**src/rtl/pfThrottlePkg.sv**
```systemverilog
package pfThrottlePkg;

  // Facts the tag store extracts for the current cycle's events.
  typedef struct packed {
    logic hit;          // lookup matches an entry with data present
    logic hitPf;        // that entry carries the prefetch flag
    logic tagOnlyMatch; // lookup matches an entry holding only a tag
    logic anyPfValid;   // some entry with data has its prefetch flag set
    logic evictHadPf;   // victim slot holds flagged data
  } tagInfoT;

  // Strobes the classifier sends back to the tag store.
  typedef struct packed {
    logic clearHitPf;
  } tagStrobeT;

  typedef struct packed {
    logic useful;
    logic useless;
    logic harmful;
  } verdictT;

endpackage

```
**src/rtl/pfTagStore.sv**
```systemverilog
module pfTagStore
  import pfThrottlePkg::*;
#(
  parameter int NUM_TAGS  = 16,
  parameter int DATA_WAYS = 8,
  parameter int TAG_W     = 20,
  parameter int IDX_W     = 4
) (
  input  logic             clk,
  input  logic             rstN,
  input  logic             allocValid,
  input  logic [IDX_W-1:0] allocIdx,
  input  logic [TAG_W-1:0] allocTag,
  input  logic             allocPrefetch,
  input  logic             evictValid,
  input  logic [IDX_W-1:0] evictIdx,
  input  logic [TAG_W-1:0] lookupTag,
  input  tagStrobeT        strobe,
  output tagInfoT          info
);

  logic [NUM_TAGS-1:0] tagValidVec;
  logic [NUM_TAGS-1:0] dataValidVec;
  logic [NUM_TAGS-1:0] pfVec;
  logic [NUM_TAGS-1:0] matchVec;
  logic [NUM_TAGS-1:0] hitVec;
  logic [NUM_TAGS-1:0] allocHereVec;
  logic [NUM_TAGS-1:0] evictHereVec;

  assign hitVec = matchVec & dataValidVec;

  for (genvar i = 0; i < NUM_TAGS; i++) begin : gEntry
    logic             eTagV;
    logic             eDataV;
    logic             ePf;
    logic [TAG_W-1:0] eTag;

    assign allocHereVec[i] = allocValid && (allocIdx == IDX_W'(i));
    assign evictHereVec[i] = evictValid && (evictIdx == IDX_W'(i));

    always_ff @(posedge clk or negedge rstN) begin
      if (!rstN) begin
        eTagV  <= 1'b0;
        eDataV <= 1'b0;
        ePf    <= 1'b0;
        eTag   <= '0;
      end else if (allocHereVec[i]) begin
        eTagV  <= 1'b1;
        eDataV <= 1'b1;
        ePf    <= allocPrefetch;
        eTag   <= allocTag;
      end else if (evictHereVec[i]) begin
        eDataV <= 1'b0;
        ePf    <= 1'b0;
      end else if (strobe.clearHitPf && hitVec[i]) begin
        ePf    <= 1'b0;
      end
    end

    assign tagValidVec[i]  = eTagV;
    assign dataValidVec[i] = eDataV;
    assign pfVec[i]        = ePf;
    assign matchVec[i]     = eTagV && (eTag == lookupTag);
  end

  always_comb begin
    info.hit          = |hitVec;
    info.hitPf        = |(hitVec & pfVec);
    info.tagOnlyMatch = |(matchVec & ~dataValidVec);
    info.anyPfValid   = |(dataValidVec & pfVec);
    info.evictHadPf   = |(evictHereVec & dataValidVec & pfVec);
  end

  // Tags in a set are unique, so at most one entry can match.
  p_unique_match_r3: assert property (@(posedge clk) disable iff (!rstN)
    $onehot0(matchVec));

  // Data presence never exceeds the number of data ways.
  p_data_cap_r8: assert property (@(posedge clk) disable iff (!rstN)
    $countones(dataValidVec) <= DATA_WAYS);

  // An install copies the prefetch origin into the flag.
  p_alloc_flag_r2: assert property (@(posedge clk) disable iff (!rstN)
    allocValid |=> (pfVec[$past(allocIdx)] == $past(allocPrefetch)));

  // A demand hit leaves its line unflagged unless reinstalled.
  p_hit_clears_r3: assert property (@(posedge clk) disable iff (!rstN)
    strobe.clearHitPf |=> (($past(hitVec) & ~$past(allocHereVec) & pfVec) == '0));

  // A victim keeps no data unless reinstalled the same cycle.
  p_evict_drops_r4: assert property (@(posedge clk) disable iff (!rstN)
    evictValid |=> (($past(evictHereVec) & ~$past(allocHereVec) & dataValidVec) == '0));

  // A victimised slot still holds its tag.
  p_tag_kept_r8: assert property (@(posedge clk) disable iff (!rstN)
    evictValid && $past(rstN) |=> (($past(evictHereVec) & $past(tagValidVec) & ~tagValidVec) == '0));

endmodule

```
**src/rtl/pfClassifier.sv**
```systemverilog
module pfClassifier
  import pfThrottlePkg::*;
(
  input  logic      lookupValid,
  input  tagInfoT   info,
  output tagStrobeT strobe,
  output verdictT   verdict
);

  logic demandHit;
  logic demandMiss;

  assign demandHit  = lookupValid && info.hit;
  assign demandMiss = lookupValid && !info.hit;

  always_comb begin
    strobe.clearHitPf = demandHit;
    verdict.useful    = demandHit && info.hitPf;
    verdict.useless   = info.evictHadPf;
    verdict.harmful   = demandMiss && info.tagOnlyMatch && info.anyPfValid;
  end

endmodule

```
**src/rtl/pfSatCounter.sv**
```systemverilog
module pfSatCounter
  import pfThrottlePkg::*;
#(
  parameter int CNT_MAX  = 15,
  parameter int CNT_INIT = 15,
  parameter int CNT_W    = 4
) (
  input  logic             clk,
  input  logic             rstN,
  input  verdictT          verdict,
  output logic [CNT_W-1:0] count,
  output logic             usefulPulse,
  output logic             uselessPulse,
  output logic             harmfulPulse
);

  localparam int SW = CNT_W + 2;

  logic [SW-1:0]    upSum;
  logic [SW-1:0]    downSum;
  logic [CNT_W-1:0] nextCount;

  always_comb begin
    upSum   = SW'(count) + SW'(verdict.useful);
    downSum = SW'(verdict.useless) + SW'(verdict.harmful);
    if (upSum < downSum)
      nextCount = '0;
    else if ((upSum - downSum) > SW'(CNT_MAX))
      nextCount = CNT_W'(CNT_MAX);
    else
      nextCount = CNT_W'(upSum - downSum);
  end

  always_ff @(posedge clk or negedge rstN) begin
    if (!rstN) begin
      count        <= CNT_W'(CNT_INIT);
      usefulPulse  <= 1'b0;
      uselessPulse <= 1'b0;
      harmfulPulse <= 1'b0;
    end else begin
      count        <= nextCount;
      usefulPulse  <= verdict.useful;
      uselessPulse <= verdict.useless;
      harmfulPulse <= verdict.harmful;
    end
  end

  p_bound_r6: assert property (@(posedge clk) disable iff (!rstN)
    count <= CNT_W'(CNT_MAX));

  // Growth only comes from a lone useful verdict.
  p_rise_r6: assert property (@(posedge clk) disable iff (!rstN)
    (count > $past(count)) |-> (usefulPulse && !uselessPulse && !harmfulPulse));

  // Shrinkage needs a negative verdict.
  p_fall_r7: assert property (@(posedge clk) disable iff (!rstN)
    (count < $past(count)) |-> (uselessPulse || harmfulPulse));

  // Quiet cycles leave the budget alone.
  p_idle_r10: assert property (@(posedge clk) disable iff (!rstN)
    (!usefulPulse && !uselessPulse && !harmfulPulse) |-> $stable(count));

endmodule

```
**src/rtl/pfThrottle.sv**
```systemverilog
module pfThrottle
  import pfThrottlePkg::*;
#(
  parameter int DATA_WAYS = 8,
  parameter int TAG_W     = 20,
  parameter int CNT_MAX   = 15,
  parameter int CNT_INIT  = 15,
  localparam int NUM_TAGS = 2 * DATA_WAYS,
  localparam int IDX_W    = $clog2(NUM_TAGS),
  localparam int CNT_W    = $clog2(CNT_MAX + 1)
) (
  input  logic             clk,
  input  logic             rstN,
  input  logic             allocValid,
  input  logic [IDX_W-1:0] allocIdx,
  input  logic [TAG_W-1:0] allocTag,
  input  logic             allocPrefetch,
  input  logic             evictValid,
  input  logic [IDX_W-1:0] evictIdx,
  input  logic             lookupValid,
  input  logic [TAG_W-1:0] lookupTag,
  output logic [CNT_W-1:0] startCount,
  output logic             usefulPulse,
  output logic             uselessPulse,
  output logic             harmfulPulse
);

  tagInfoT   info;
  tagStrobeT strobe;
  verdictT   verdict;

  pfTagStore #(
    .NUM_TAGS (NUM_TAGS),
    .DATA_WAYS(DATA_WAYS),
    .TAG_W    (TAG_W),
    .IDX_W    (IDX_W)
  ) uTagStore (
    .clk          (clk),
    .rstN         (rstN),
    .allocValid   (allocValid),
    .allocIdx     (allocIdx),
    .allocTag     (allocTag),
    .allocPrefetch(allocPrefetch),
    .evictValid   (evictValid),
    .evictIdx     (evictIdx),
    .lookupTag    (lookupTag),
    .strobe       (strobe),
    .info         (info)
  );

  pfClassifier uClassifier (
    .lookupValid(lookupValid),
    .info       (info),
    .strobe     (strobe),
    .verdict    (verdict)
  );

  pfSatCounter #(
    .CNT_MAX (CNT_MAX),
    .CNT_INIT(CNT_INIT),
    .CNT_W   (CNT_W)
  ) uCounter (
    .clk         (clk),
    .rstN        (rstN),
    .verdict     (verdict),
    .count       (startCount),
    .usefulPulse (usefulPulse),
    .uselessPulse(uselessPulse),
    .harmfulPulse(harmfulPulse)
  );

  // Hit and miss are exclusive, so one lookup cannot be both useful and harmful.
  p_verdict_excl_r5: assert property (@(posedge clk) disable iff (!rstN)
    !(usefulPulse && harmfulPulse));

endmodule

```
**config.mk**
```make
export PLATFORM = sky130hd
export DESIGN_NAME = pfThrottle
export DESIGN_NICKNAME = d
export VERILOG_FILES = /design/src/rtl/pfThrottlePkg.sv /design/src/rtl/pfTagStore.sv /design/src/rtl/pfClassifier.sv /design/src/rtl/pfSatCounter.sv /design/src/rtl/pfThrottle.sv
export SDC_FILE = /design/constraint.sdc
export NUM_CORES = 1
export LEC_CHECK = 0
export ABC_AREA = 1
export BUFFER_PORTS_ARGS = -buffer_cell sky130_fd_sc_hd__buf_2
export CAP_MARGIN = 25
export CORE_MARGIN = 4
export CORE_UTILIZATION = 30
export DETAILED_ROUTE_END_ITERATION = 10
export GPL_TIMING_DRIVEN = 0
export PLACE_DENSITY = 0.4
export SETUP_SLACK_MARGIN = 0.4
export SKIP_CTS_REPAIR_TIMING = 1
export SLEW_MARGIN = 20
export SYNTH_ARGS = -nofsm -noshare
export SYNTH_HDL_FRONTEND = slang
export SYNTH_HIERARCHICAL = 1
export SYNTH_SLANG_ARGS = --single-unit
export TNS_END_PERCENT = 10
```
**constraint.sdc**
```tcl
create_clock -name clk -period 3.6 [get_ports clk]
set_input_delay 0.72 -clock clk [delete_from_list [all_inputs] [get_ports clk]]
set_output_delay 0.72 -clock clk [all_outputs]
set_load 0.02 [all_outputs]
```
==> results of run 1 <==
==> report_power, final <==
| part | total (mW) | switching, mW | internal, mW |
|---|---|---|---|
| logic | 3.17 | 1.99 | 1.18 |
| clock network | 5.05 | 2.04 | 3.01 |
| registers | 5.76 | 0.661 | 5.10 |
| total | 14.0 | 4.69 | 9.29 |
==> path summary, 6_finish.rpt <==
check | cells after the start | slack [ns] | endpoint
setup reg to reg | 23 | 0.41 | uCounter/count[2]
setup / recovery | 26 | 0.34 | uCounter/count[2]
hold reg to reg | 2 | 0.46 | uTagStore/gEntry[12].eTagV
hold / removal | 1 | 0.01 | uTagStore/gEntry[5].eTagV
max in group asynchronous | 4 | 2.02 | uTagStore/gEntry[10].eTag[13]
min in group clk | 3 | 0.36 | uTagStore/gEntry[6].eTag[18]
==> critical path, cell delays in order <==
cell,delay (ns)
buf_6,0.16
clkinvlp_4,0.09
buf_4,0.20
nand2_1,0.08
nand2_1,0.04
nor2_1,0.07
nand2_1,0.09
nor2_4,0.24
nand3_4,0.22
nor2_4,0.15
nor2_1,0.06
nand2_1,0.10
nor2_4,0.07
nand2_2,0.08
nand2_2,0.07
nor2_4,0.12
ha_4,0.16
ha_4,0.15
inv_4,0.04
fa_2,0.42
nand2_4,0.13
nand2_4,0.06
nand2_4,0.08
nand3_2,0.06
nand2_1,0.07
inv_1,0.04
==> final cells by class <==
type                    count  area, µm²
inverters                 283       1180
plain buffers             134       1150
well taps                 855       1070
clock buffers              78       1510
fillers                  6907      40100
clock inverters            13        128
diodes                      2       5.00
multi-input cells        1904       9200
repair buffers            105       1080
flip-flops and latches    375       9390
repair inverters            1       8.76
==> per-layer routing <==
layer | vias to the layer above | share of wire [%] | track usage [%] | wire length [µm]
li1 | 8761 | - | - | -
met1 | 9531 | 42 | 35.6 | 41500
met2 | 726 | 45 | 43.9 | 44900
met3 | 191 | 6.9 | 3.67 | 6840
met4 | 2 | 5.5 | 11.8 | 5470
met5 | - | 0.011 | 0 | 11
==> state kept, by name, summed over array words and instances, names as in the netlist <==
name and cells:
uCounter/count 4, uCounter/harmfulPulse 1, uCounter/usefulPulse 1, uCounter/uselessPulse 1, uTagStore/gEntry.eDataV 16, uTagStore/gEntry.ePf 16, uTagStore/gEntry.eTag 320, uTagStore/gEntry.eTagV 16
==> synth_stat cells, types with 2 or more instances <==
cell / count
nand3_1: 57
or2_2: 10
o21ai_1: 76
nand3_2: 6
o211ai_1: 10
buf_2: 26
a21oi_1: 4
nor3_2: 3
buf_6: 20
nor2_1: 257
dfrtp_1: 371
nand2_2: 2
inv_4: 2
dfstp_2: 4
nor2_2: 15
buf_4: 12
xor2_1: 22
xnor2_1: 57
nor4_1: 2
inv_1: 262
nand4_1: 25
clkbuf_1: 76
o22ai_1: 9
inv_2: 19
o21ai_0: 384
ha_1: 5
nand2_1: 951
==> logic make-up (layout without fill, tap and decap cells) <==
kind of cell / count (synthesis) / after routing / synth area share, %
AOI/OAI and AO/OA: 486 / 486 / 12.6
xor gates and xnor gates: 79 / 79 / 3.50
adders and majority gates: 6 / 6 / 0.418
buffers and inverters: 417 / 614 / 9.11
DFF: 375 / 375 / 47.6
other: 0 / 2 / 0
and+or+nand+nor: 1333 / 1333 / 26.8
==> results by stage, run 1 <==
Setup path:
- Data arrives at the worst endpoint at 3.80 ns.
- The worst register-to-register path begins at uTagStore/gEntry[13].eTag[8].
- The path type of the worst setup path is in -> reg.
- The sort of element at the end of the critical path is a flop.
- The startpoint class of the critical path is a primary input.
- In this run the worst setup path begins at lookupTag[16].
- The maximum fanout along the worst path is 9.
- At the worst endpoint, the required time is 4.14 ns.

Drt:
- The count of routing violations after the opening detailed-route iteration is 1,600.
- The number of detailed-routing iterations run before antenna repair is 6.
- The number of DRC violations after detailed routing is 0.
- The routed design has 98.8 mm of wire.
- Dividing the detail-routed wire length by the instance count gives 26.3 µm.
- Detailed routing inserted a total of 19,200 vias.
- The post-detailed-route via-to-cell ratio is 5.12.
- In this run the remaining antenna-violating nets after routing total 0.

Placed design:
- Routability-driven placement finished with a final weighted congestion of 0.900.
- Prior to clock tree synthesis, the placed netlist has a worst setup slack of -1.16 ns.
- Summing all placed instances gives a cell area of 21,300 µm².
- The half-perimeter wire length after placement is 68.4 mm.
- Including well taps, the total number of placed cells is 3,610.
- The number of port buffers is 52.

Die:
- The floorplan step defined a core boundary enclosing 64,800 µm².
- The height of the die is 265 µm.
- The total I/O pin count is 61.
- The count of standard-cell rows is 93.
- The floorplan step set the die width to 265 µm.
- The die area is 70,000 µm².
- The starting density of the core is 30.5%.

Timing:
- On the final layout, the worst hold slack is 0.0143 ns.
- Timing would allow up to 307 MHz.
- The ratio of final minimum period to clock period is 90.6%.
- The relative slew slack is 22.1%.
- The final clock skew is 0.0217 ns.
- The slack of the critical path is 0.339 ns.
- Setup violations remaining at the end of the flow were counted as 0.
- Setup repair after global routing could not meet its margin everywhere.
- For the pin with the worst max-slew slack, the measured transition is 1.17 ns.
- Summed over all failing endpoints, the final setup total negative slack is 0 ns.
- The max-slew violation count is 0.
- The hold violation count in the final report is 0.
- The final critical path time including I/O delays and setup is 3.26 ns.

Run:
- The tool flagged a number of max-cap violations equal to 0.

Synthesis:
- The most area-hungry cell type in the Yosys netlist is dfrtp_1.
- After synthesis, the mean cell area works out to 7.32 µm².
- The number of standard cells after synthesis is 2,696.
- Yosys printed 6 warnings.
- The net count of the mapped netlist is 2,756.
- By area the synthesized netlist is led by dfrtp_1, nand2_1, o21ai_0.
- The total standard cell area after synthesis is 19,700 µm².
- The share of synthesized flip-flops with an asynchronous set or reset is 100%.
- Among all flip-flop cells after synthesis, the most frequent one is dfrtp_1.
- The number of synthesized flops with an enable pin is 0.
- After synthesis, the largest area contributor takes up 47.0% of total cell area.
- The synthesized design contains 375 register bits.
- The count of unique library cells instantiated by Yosys is 36.
- The fraction of the yosys area taken by sequential cells is 47.6%.

GRT:
- The initial antenna violation count is 5.
- The first global-routing pass estimated 135 mm of wire.
- Entering global routing, the biggest net connects 87 pins.
- The total overflow left after global routing is 0.
- Global routing used 26.8% of the available tracks.
- The number of global-route vias before repair is 18,300.

Clocking:
- The deepest clock path buffer count is 3.
- The H-tree depth reported by CTS is 2.
- The number of buffers created by CTS is 49.
- At the later pin of the worst-skew pair, clock insertion delay measures 0.60 ns.
- The clock tree from TritonCTS is done.
- The buffer cell driving the clock tree root is clkbuf_16.
- The clock sink count is 375.
- The CTS clock-pin slew for the worst setup and hold paths is 0.06 ns.

Outcome:
- The flow ran to the end, and the final reports show no timing, DRC or antenna violations.

Power:
- The static leakage is 11.7 nW.
- The total power per unit cell area is 566 nW/µm².
- Overall power consumption after layout is estimated at 14.0 mW.
- IR analysis of the VDD net gives a maximum drop of 0.000312 V.

Finish:
- The fraction of layout cells with a size suffix above 1 is 14.4%.
- The area of all placed cells without fillers is 24,700 µm².
- The end-of-flow core utilization is 38.1%.
- The count of nets after finishing is 2,913.
- Leaving out fill and tap cells, the most frequent cell in the layout is nand2_1.
- From synthesis to final layout, the design area changed by 25.2%.
- In the layout the commonest cells are nand2_1, o21ai_0, dfrtp_1, inv_1, nor2_1.
- The number of cells in the finished layout apart from fillers is 3,750.

Min path:
- The type of the worst min-delay path is in -> async.
(Power assumes the default switching activity.)
==> run 2: changes to the inputs <==
Settings changed: PLACE_DENSITY 0.4 to 0.48.
Clock period 3.6 ns to 4.2 ns, I/O delays scaled along.
==> run 2 against run 1 <==
  * Global-route usage fell by 1.8 points
  * Sequential power decreased by 15%
  * Worst hold slack improved by 0.14 ns
  * Clock-buffer cell count is 14 lower
  * Flip-flop and latch count unchanged
  * Combinational power down 22%
==> results by stage, run 2 (synthesis gave the netlist of run 1 again) <==
Outcome:
- The run finished with clean final reports.

Finish:
- The area growth from synthesis to layout is 18.0%.
- The filler cells instantiated in the layout total 6,895.
- The area taken by flip-flops and latches is 9390 µm².
- At the end of the flow, the number of nets in the layout was 2,867.
- The area of combinational cells with multiple inputs is 8850 µm².
- After routing the design area is 23,300 µm².
- In the layout the commonest cells are nand2_1, o21ai_0, dfrtp_1, inv_1, nor2_1.
- The library cell used most frequently in the layout, excluding fill and tap cells, is nand2_1.
- The register containing the most flip-flops in the final layout is uTagStore/gEntry.eTag.
- The end-of-flow core utilization is 35.9%.
- The register with the most flip-flops in the layout has 320 of them.
- Cells with a size suffix above 1 make up 10.7% of the layout.

Min path:
- The type of the worst min-delay path is in -> async.

Power:
- Total power for the finished layout comes to 11.3 mW.
- Across the VDD grid, the largest voltage drop is 0.000356 V.
- The analysis attributes to cell leakage a power of 11.1 nW.
- In this run the power density over the cells is 486 nW/µm².

Setup path:
- In this run the worst path has a maximum fanout of 7.
- The most used cell along the critical path is nand2_1.
- The worst setup path is captured at a flop.
- The kind of cell with the highest combined delay on the critical path is simple AND/OR/NAND/NOR gates.
- STA puts the critical path data arrival time at 4.15 ns.
- In this run the critical register-to-register path is launched from uTagStore/gEntry[1].eTag[8].
- For this design, the slowest cell found on the critical path is ha_1.
- The critical path required time is 4.72 ns.
- Counting both buffers and inverters, the worst setup path holds a total of 4.
- By startpoint and endpoint, the worst setup path is classified as in -> reg.
- For the worst flop-to-flop path, the logic depth is 20.
- For flop-to-flop paths, the worst setup slack is 0.84 ns.
- STA classifies the critical path startpoint as a primary input.
- For this run, the slowest stage of the critical path takes 0.32 ns.
- The capture instance of the worst register-to-register path is uCounter/count[0].

Placed design:
- Summed over all nets, the half-perimeter wirelength after detailed placement is 63.9 mm.
- In this run the tool buffered the top-level ports with 52 buffer cells.
- The cell area after placement is 21,200 µm².
- At the placement stage, the worst setup path has a slack of -0.679 ns.
- The routability congestion estimate is 0.921.

Timing:
- Timing would allow up to 276 MHz.
- The final critical path time including I/O delays and setup is 3.63 ns.
- The final clock skew is 0.0476 ns.
- The slack of the critical path is 0.574 ns.
- For the pin with the worst max-slew slack, the measured transition is 1.10 ns.
- The max-slew violation count came to 0.
- Setup violations remaining at the end of the flow were counted as 0.
- Setup repair after global routing left no endpoint under its margin.
- The hold violation count in the final report is 0.
- The ratio of final minimum period to clock period is 86.3%.
- The relative slew slack is 26.6%.

Die:
- The die covers 70,000 µm².
- The die is 265 µm tall.
- The die is 265 µm wide.
- The core area is 64,800 µm².
- The count of standard-cell rows is 93.
- The total I/O pin count is 61.
- For this configuration, the core starts out at a cell density of 30.5%.

Drt:
- The count of routing violations after the opening detailed-route iteration is 2,182.
- In this run the remaining antenna-violating nets after routing total 0.
- The number of detailed-routing iterations run before antenna repair is 5.
- The final routed wirelength across all metal layers is 89.7 mm.
- Summing over every cut layer, the via total after detailed routing is 18,900.
- The number of DRC violations after detailed routing is 0.
- The average wire length per cell after detail routing is 24.3 µm.
- Dividing the detail-routed via count by the number of cells gives 5.12.

Clocking:
- The deepest clock path buffer count is 3.
- TritonCTS created 45 clock buffers.
- The H-tree depth reported by CTS is 2.
- The tree is rooted in a clkbuf_16.
- The latest clock arrival within the worst-skew pair is 0.61 ns.
- After clock tree synthesis, the clock-pin slew on the worst setup and hold paths is 0.06 ns.
- For this design, the sink count on the clock tree is 375.
- TritonCTS built the clock tree.

GRT:
- The largest net degree at the start of global routing is 90.
- In the global route stage, overall resource usage came out at 25.0%.
- The initial antenna violation count was 3.
- The total overflow left after global routing is 0.
- The global-route wire length before repair is 128 mm.
- The number of global-route vias before repair came to 18,000.

Run:
- The tool flagged a number of max-cap violations equal to 0.
## run 2: cell count changes in the layout (fill, tap and decap cells not counted), moves of 6 or more
cell / change
buf_12: -24
buf_4: -22
clkbuf_16: -13
clkbuf_4: +13
inv_1: +6
inv_4: +6
nand2_1: +14
nand2_2: -11
nand3_4: -6
nor2_1: +25
nor2_2: -8
nor2_4: -17
o21ai_0: +11
o21ai_1: -9
## run 2: per-stage QoR
step / hold slack, ns / std cells / TNS, ns
4_1_cts: 0.160 / 3689 / -0.245
2_1_floorplan: 0.422 / 2696 / 0
6_report: 0.156 / 3695 / 0
3_5_place_dp: 0.444 / 3610 / -3.39
5_1_grt: 0.178 / 3694 / 0
3_3_place_gp: 0.445 / 3603 / -2098.01
## run 2: layout make-up
type	instances	share of cell area, %
repair buffers	64	2.22
well taps	855	4.59
diodes	1	0.0107
plain buffers	134	3.83
clock buffers	64	5.53
flip-flops and latches	375	40.3
multi-input cells	1904	38.0
inverters	283	4.81
clock inverters	15	0.682
## run 2: how the worst max path moves through the flow
stage | from | endpoint | slack (ns) | depth (start not counted)
final | lookupTag[18] | uCounter/count[0] | 0.57 | 25
after global routing | lookupTag[18] | uCounter/count[3] | 0.40 | 26
after CTS | lookupTag[4] | uCounter/count[0] | -0.07 | 23
after detailed placement | lookupTag[4] | uCounter/count[0] | -0.68 | 23
after global placement | rstN | uTagStore/gEntry[10].eTag[18] | -5.68 | 1
after floorplan | lookupTag[1] | uCounter/count[0] | 0.68 | 23
## run 2: metal layers
| metal | part of all wire, % | track usage (%) | up-vias |
|---|---|---|---|
| li1 | - | - | 8653 |
| met1 | 43 | 34.1 | 9361 |
| met2 | 45 | 39.4 | 759 |
| met3 | 7.5 | 4.35 | 161 |
| met4 | 4.7 | 10.5 | 0 |
| met5 | 0 | 0 | - |
## run 2: power by group
part | internal [mW] | switching, mW | total (mW)
logic | 0.899 | 1.58 | 2.48
clock network | 2.26 | 1.67 | 3.93
registers | 4.37 | 0.556 | 4.92
==> run 3: changes to the inputs <==
Settings changed: MAX_ROUTING_LAYER set to met4, SKIP_CTS_REPAIR_TIMING 1 to not set, SYNTH_HIERARCHICAL 1 to not set.
==> run 3 against run 2 <==
  * Power grew 2.1%
  * Clock skew shrank 0.025 ns
  * Via count grew 2.2%
  * Die area grew 0.10%
  * Clock power grew 4%
  * Utilization grew 0.81 points
  * Critical path depth grew 1
  * Worst hold slack gained 0.093 ns
  * Register-to-register slack is essentially flat
  * Clock-buffer cell count grew 9
  * Final area grew 2.3%
  * Fmax shrank 1.8%
==> results by stage, run 3 <==
Die:
- The floorplan step defined a die boundary enclosing 70,000 µm².
- The core area is 64,800 µm².
- From left edge to right edge, the die measures 265 µm.
- The starting density of the core is 30.5%.
- The initialized floorplan defines 93 standard-cell rows.
- The total I/O pin count is 61.
- Measured along the y axis, the die boundary spans 265 µm.

Synthesis:
- Counting flops with an async set or reset pin after synthesis yields a share of 100%.
- The cell with the most instances after synthesis is nand2_1.
- The share of the synthesized area in the top cell type is 47.0%.
- Counting flops and latches in the post-synthesis netlist gives 375.
- The number of standard cells after synthesis is 2,733.
- After synthesis, the netlist uses 42 different library cells.
- Yosys mapped a number of flops with a built-in enable equal to 0.
- By area the synthesized netlist is led by dfrtp_1, nand2_1, o21ai_0.
- A synthesized cell averages 7.23 µm².
- By count the netlist is led by nand2_1, o21ai_0, dfrtp_1.
- The net count of the mapped netlist is 2,793.
- The fraction of the yosys area taken by sequential cells is 47.5%.
- Yosys printed 0 warnings.
- The most area-hungry cell type in the Yosys netlist is dfrtp_1.
- The total standard cell area after synthesis is 19,800 µm².
- The most frequently used flop master after synthesis is dfrtp_1.

Drt:
- The first routing iteration left 2,296 violations.
- The first detailed-routing pass ran for 5 iterations.
- The final routed wirelength across all metal layers is 95.0 mm.
- The average wire length per cell after detail routing is 25.3 µm.
- For this run, design rule violations remaining after detail routing come to 0.
- The routed layout has 19,300 vias.
- Once detail routing completed, the nets flagged for antenna violations numbered 0.
- Using the TritonRoute via totals, the vias-per-cell ratio works out to 5.15.

Outcome:
- The run finished with clean final reports.

Finish:
- Across the whole layout, storage elements account for 9390 µm².
- The number of inserted filler cells in the final layout is 6,805.
- The area growth from synthesis to layout is 20.5%.
- The count of nets after finishing is 2,925.
- The library cell used most frequently in the layout, excluding fill and tap cells, is nand2_1.
- Cells with a size suffix above 1 make up 11.8% of the layout.
- The library cells used most frequently in the layout, excluding fill and tap cells, are nand2_1, o21ai_0, dfrtp_1, inv_1, nor2_1.
- The area of combinational cells with multiple inputs is 9020 µm².
- The register with the most flip-flops in the layout has 320 of them.
- Once layout is done, the placed cells without fillers occupy 23,800 µm².
- More flip-flops sit in one register than any other, and that register is uTagStore.gEntry.eTag.

Setup path:
- The capture instance of the worst register-to-register path is uCounter.count[2].
- The maximum fanout along the worst path is 10.
- The origin of the worst setup path is lookupTag[16].
- On the worst path, the slowest cell contributes a delay of 0.41 ns.
- The critical path required time is 4.71 ns.
- Grouping stages by cell kind, the critical path spends the most delay in simple AND/OR/NAND/NOR gates.
- The worst register-to-register path begins at uTagStore.gEntry[11].eTag[19].
- The worst setup path is launched from a primary input.
- Counting buffers and inverters, the worst setup path is 26 cells deep.
- For the worst setup path, the data arrival time is 4.20 ns.
- The sort of element at the end of the critical path is a flop.
- Counting stages on the worst path, the most repeated cell is nand2_1.
- The register-to-register setup slack is 0.84 ns.
- The number of cells on the worst reg-to-reg path is 24.
- By startpoint and endpoint, the worst setup path is classified as in -> reg.
- The slowest stage of the critical path belongs to the cell fa_2.
- The number of buffers and inverters on the critical path is 6.
- The critical path endpoint is uCounter.count[2].

Placed design:
- The placed instances occupy a cell area of 21,200 µm².
- The post-place setup slack is -1.28 ns.
- The half-perimeter wire length after placement is 64.5 mm.
- The routability congestion estimate is 0.936.
- Buffers placed on the I/O ports in this run total 43.

Power:
- For this design the total switching power over the nets is 3.85 mW.
- The static leakage is 11.2 nW.
- The clock network power share is 35.3%.
- The total power per unit cell area is 485 nW/µm².
- The peak supply drop is 0.000245 V.
- The share of total power in sequential cells is 42.9%.
- Of the total power, the share spent switching nets is 33.3%.
- The combinational share of power is 21.8%.
- The total power of the final layout is 11.6 mW.
- Internal power comes to 7.70 mW.

Timing:
- Setup repair after global routing left no endpoint under its margin.
- In the post-route analysis, the smallest setup slack over all paths is 0.508 ns.
- The hold violation count in the final report was 0.
- On the final layout, the worst clock skew is 0.0225 ns.
- Setup violations remaining at the end of the flow were counted as 0.
- The summed negative setup slack over all endpoints is 0 ns.
- The worst path uses 87.9% of the clock period.
- The max-slew violation count came to 0.
- At the pin with the least slew margin, the transition time is 1.19 ns.
- The worst pin sits at a relative slew slack of 20.9%.
- The final critical path time including I/O delays and setup is 3.69 ns.
- Based on the critical path, the design can be clocked at up to 271 MHz.

Clocking:
- Clock-pin slew was measured on the worst setup and hold paths at 0.06 ns.
- TritonCTS created 45 clock buffers.
- The deepest clock path buffer count is 3.
- The clock sink count is 375.
- The latest clock arrival within the worst-skew pair is 0.60 ns.
- The tree is rooted in a clkbuf_16.
- The H-tree depth reported by CTS is 2.
- TritonCTS built the clock tree.

GRT:
- The initial antenna violation count came to 3.
- The number of global-route vias before repair came to 18,400.
- For this run the aggregate overflow at the end of global routing stands at 0.
- Entering global routing, the biggest net connects 93 pins.
- Global routing used 27.3% of the available tracks across all layers.
- The first global-routing pass estimated 134 mm of wire.

Run:
- Across the run, the number of max-cap violations was 0.

Min path:
- The tightest min-delay check is of the in -> async type.
run 3: per-stage QoR:
step	cells	hold slack, ns	utilization (%)
after floorplan	2733	0.422	-
after global placement	3631	0.435	32.5
after detailed placement	3641	0.441	32.8
after CTS	3731	0.267	35.8
after global routing	3756	0.308	36.7
final	3758	0.249	36.7
run 3: routing by layer:
metal	GRT usage (%)	wire length, µm
met5	-	0
met3	4.56	8470
met1	35.9	38800
met2	41.9	42600
met4	11.5	5090
run 3: kinds of logic (layout without fill, tap and decap cells):
| kind of cell | Yosys count | after routing | share of synthesized area [%] |
|---|---|---|---|
| flops | 375 | 375 | 47.5 |
| other cells | 0 | 2 | 0 |
| fa+ha+maj | 6 | 6 | 0.418 |
| simple gates | 1427 | 1427 | 28.8 |
| xor+xnor | 62 | 62 | 2.75 |
| buf+inv | 402 | 570 | 8.57 |
| compound gates | 461 | 461 | 11.9 |
run 3: power by group through the flow:
stage	Sequential, mW	Combinational (mW)	Clock (mW)
2_1_floorplan	4.87	1.58	0
3_3_place_gp	4.96	2.30	0
3_5_place_dp	4.98	2.36	0
4_1_cts	4.93	2.43	4.13
5_1_grt	5.04	2.85	4.27
6_report	4.96	2.52	4.08
run 3: worst min path at each step:
| stage | from | slack, ns | depth (start not counted) | to |
|---|---|---|---|---|
| floorplan | uTagStore.gEntry[4].eTagV | 0.42 | 2 | uTagStore.gEntry[4].eTagV |
| global placement | uTagStore.gEntry[0].eTagV | 0.44 | 2 | uTagStore.gEntry[0].eTagV |
| detailed placement | uTagStore.gEntry[0].eTagV | 0.44 | 2 | uTagStore.gEntry[0].eTagV |
| CTS | rstN | 0.27 | 1 | uCounter.uselessPulse |
| global route | rstN | 0.31 | 1 | uCounter.harmfulPulse |
| finish | rstN | 0.25 | 1 | uTagStore.gEntry[10].eDataV |
run 3: timing repair:
| item | 4_1_cts | 5_1_grt |
|---|---|---|
| setup buffers | 7 | 24 |
| resized for setup | 116 | 103 |
| setup endpoints to repair | 4 | 4 |
| pin swaps | 8 | 25 |
| hold buffers | 0 | 0 |
run 3: worst reg2reg max path, delay by kind of cell, from the launching register on:
family	cells	cell delay, ns
DFF	1	0.35
AOI/OAI and AO/OA	2	0.22
buffers and inverters	4	0.28
adders and majority gates	3	0.80
and+or+nand+nor	15	1.60
run 3: final cells by class:
| type | instances | area share, % |
|---|---|---|
| diodes | 2 | 0.0210 |
| plain buffers | 127 | 4.02 |
| clock buffers | 73 | 5.97 |
| clock inverters | 10 | 0.441 |
| inverters | 275 | 4.77 |
| multi-input cells | 1956 | 37.9 |
| flip-flops and latches | 375 | 39.4 |
| well taps | 855 | 4.49 |
| repair buffers | 85 | 2.97 |
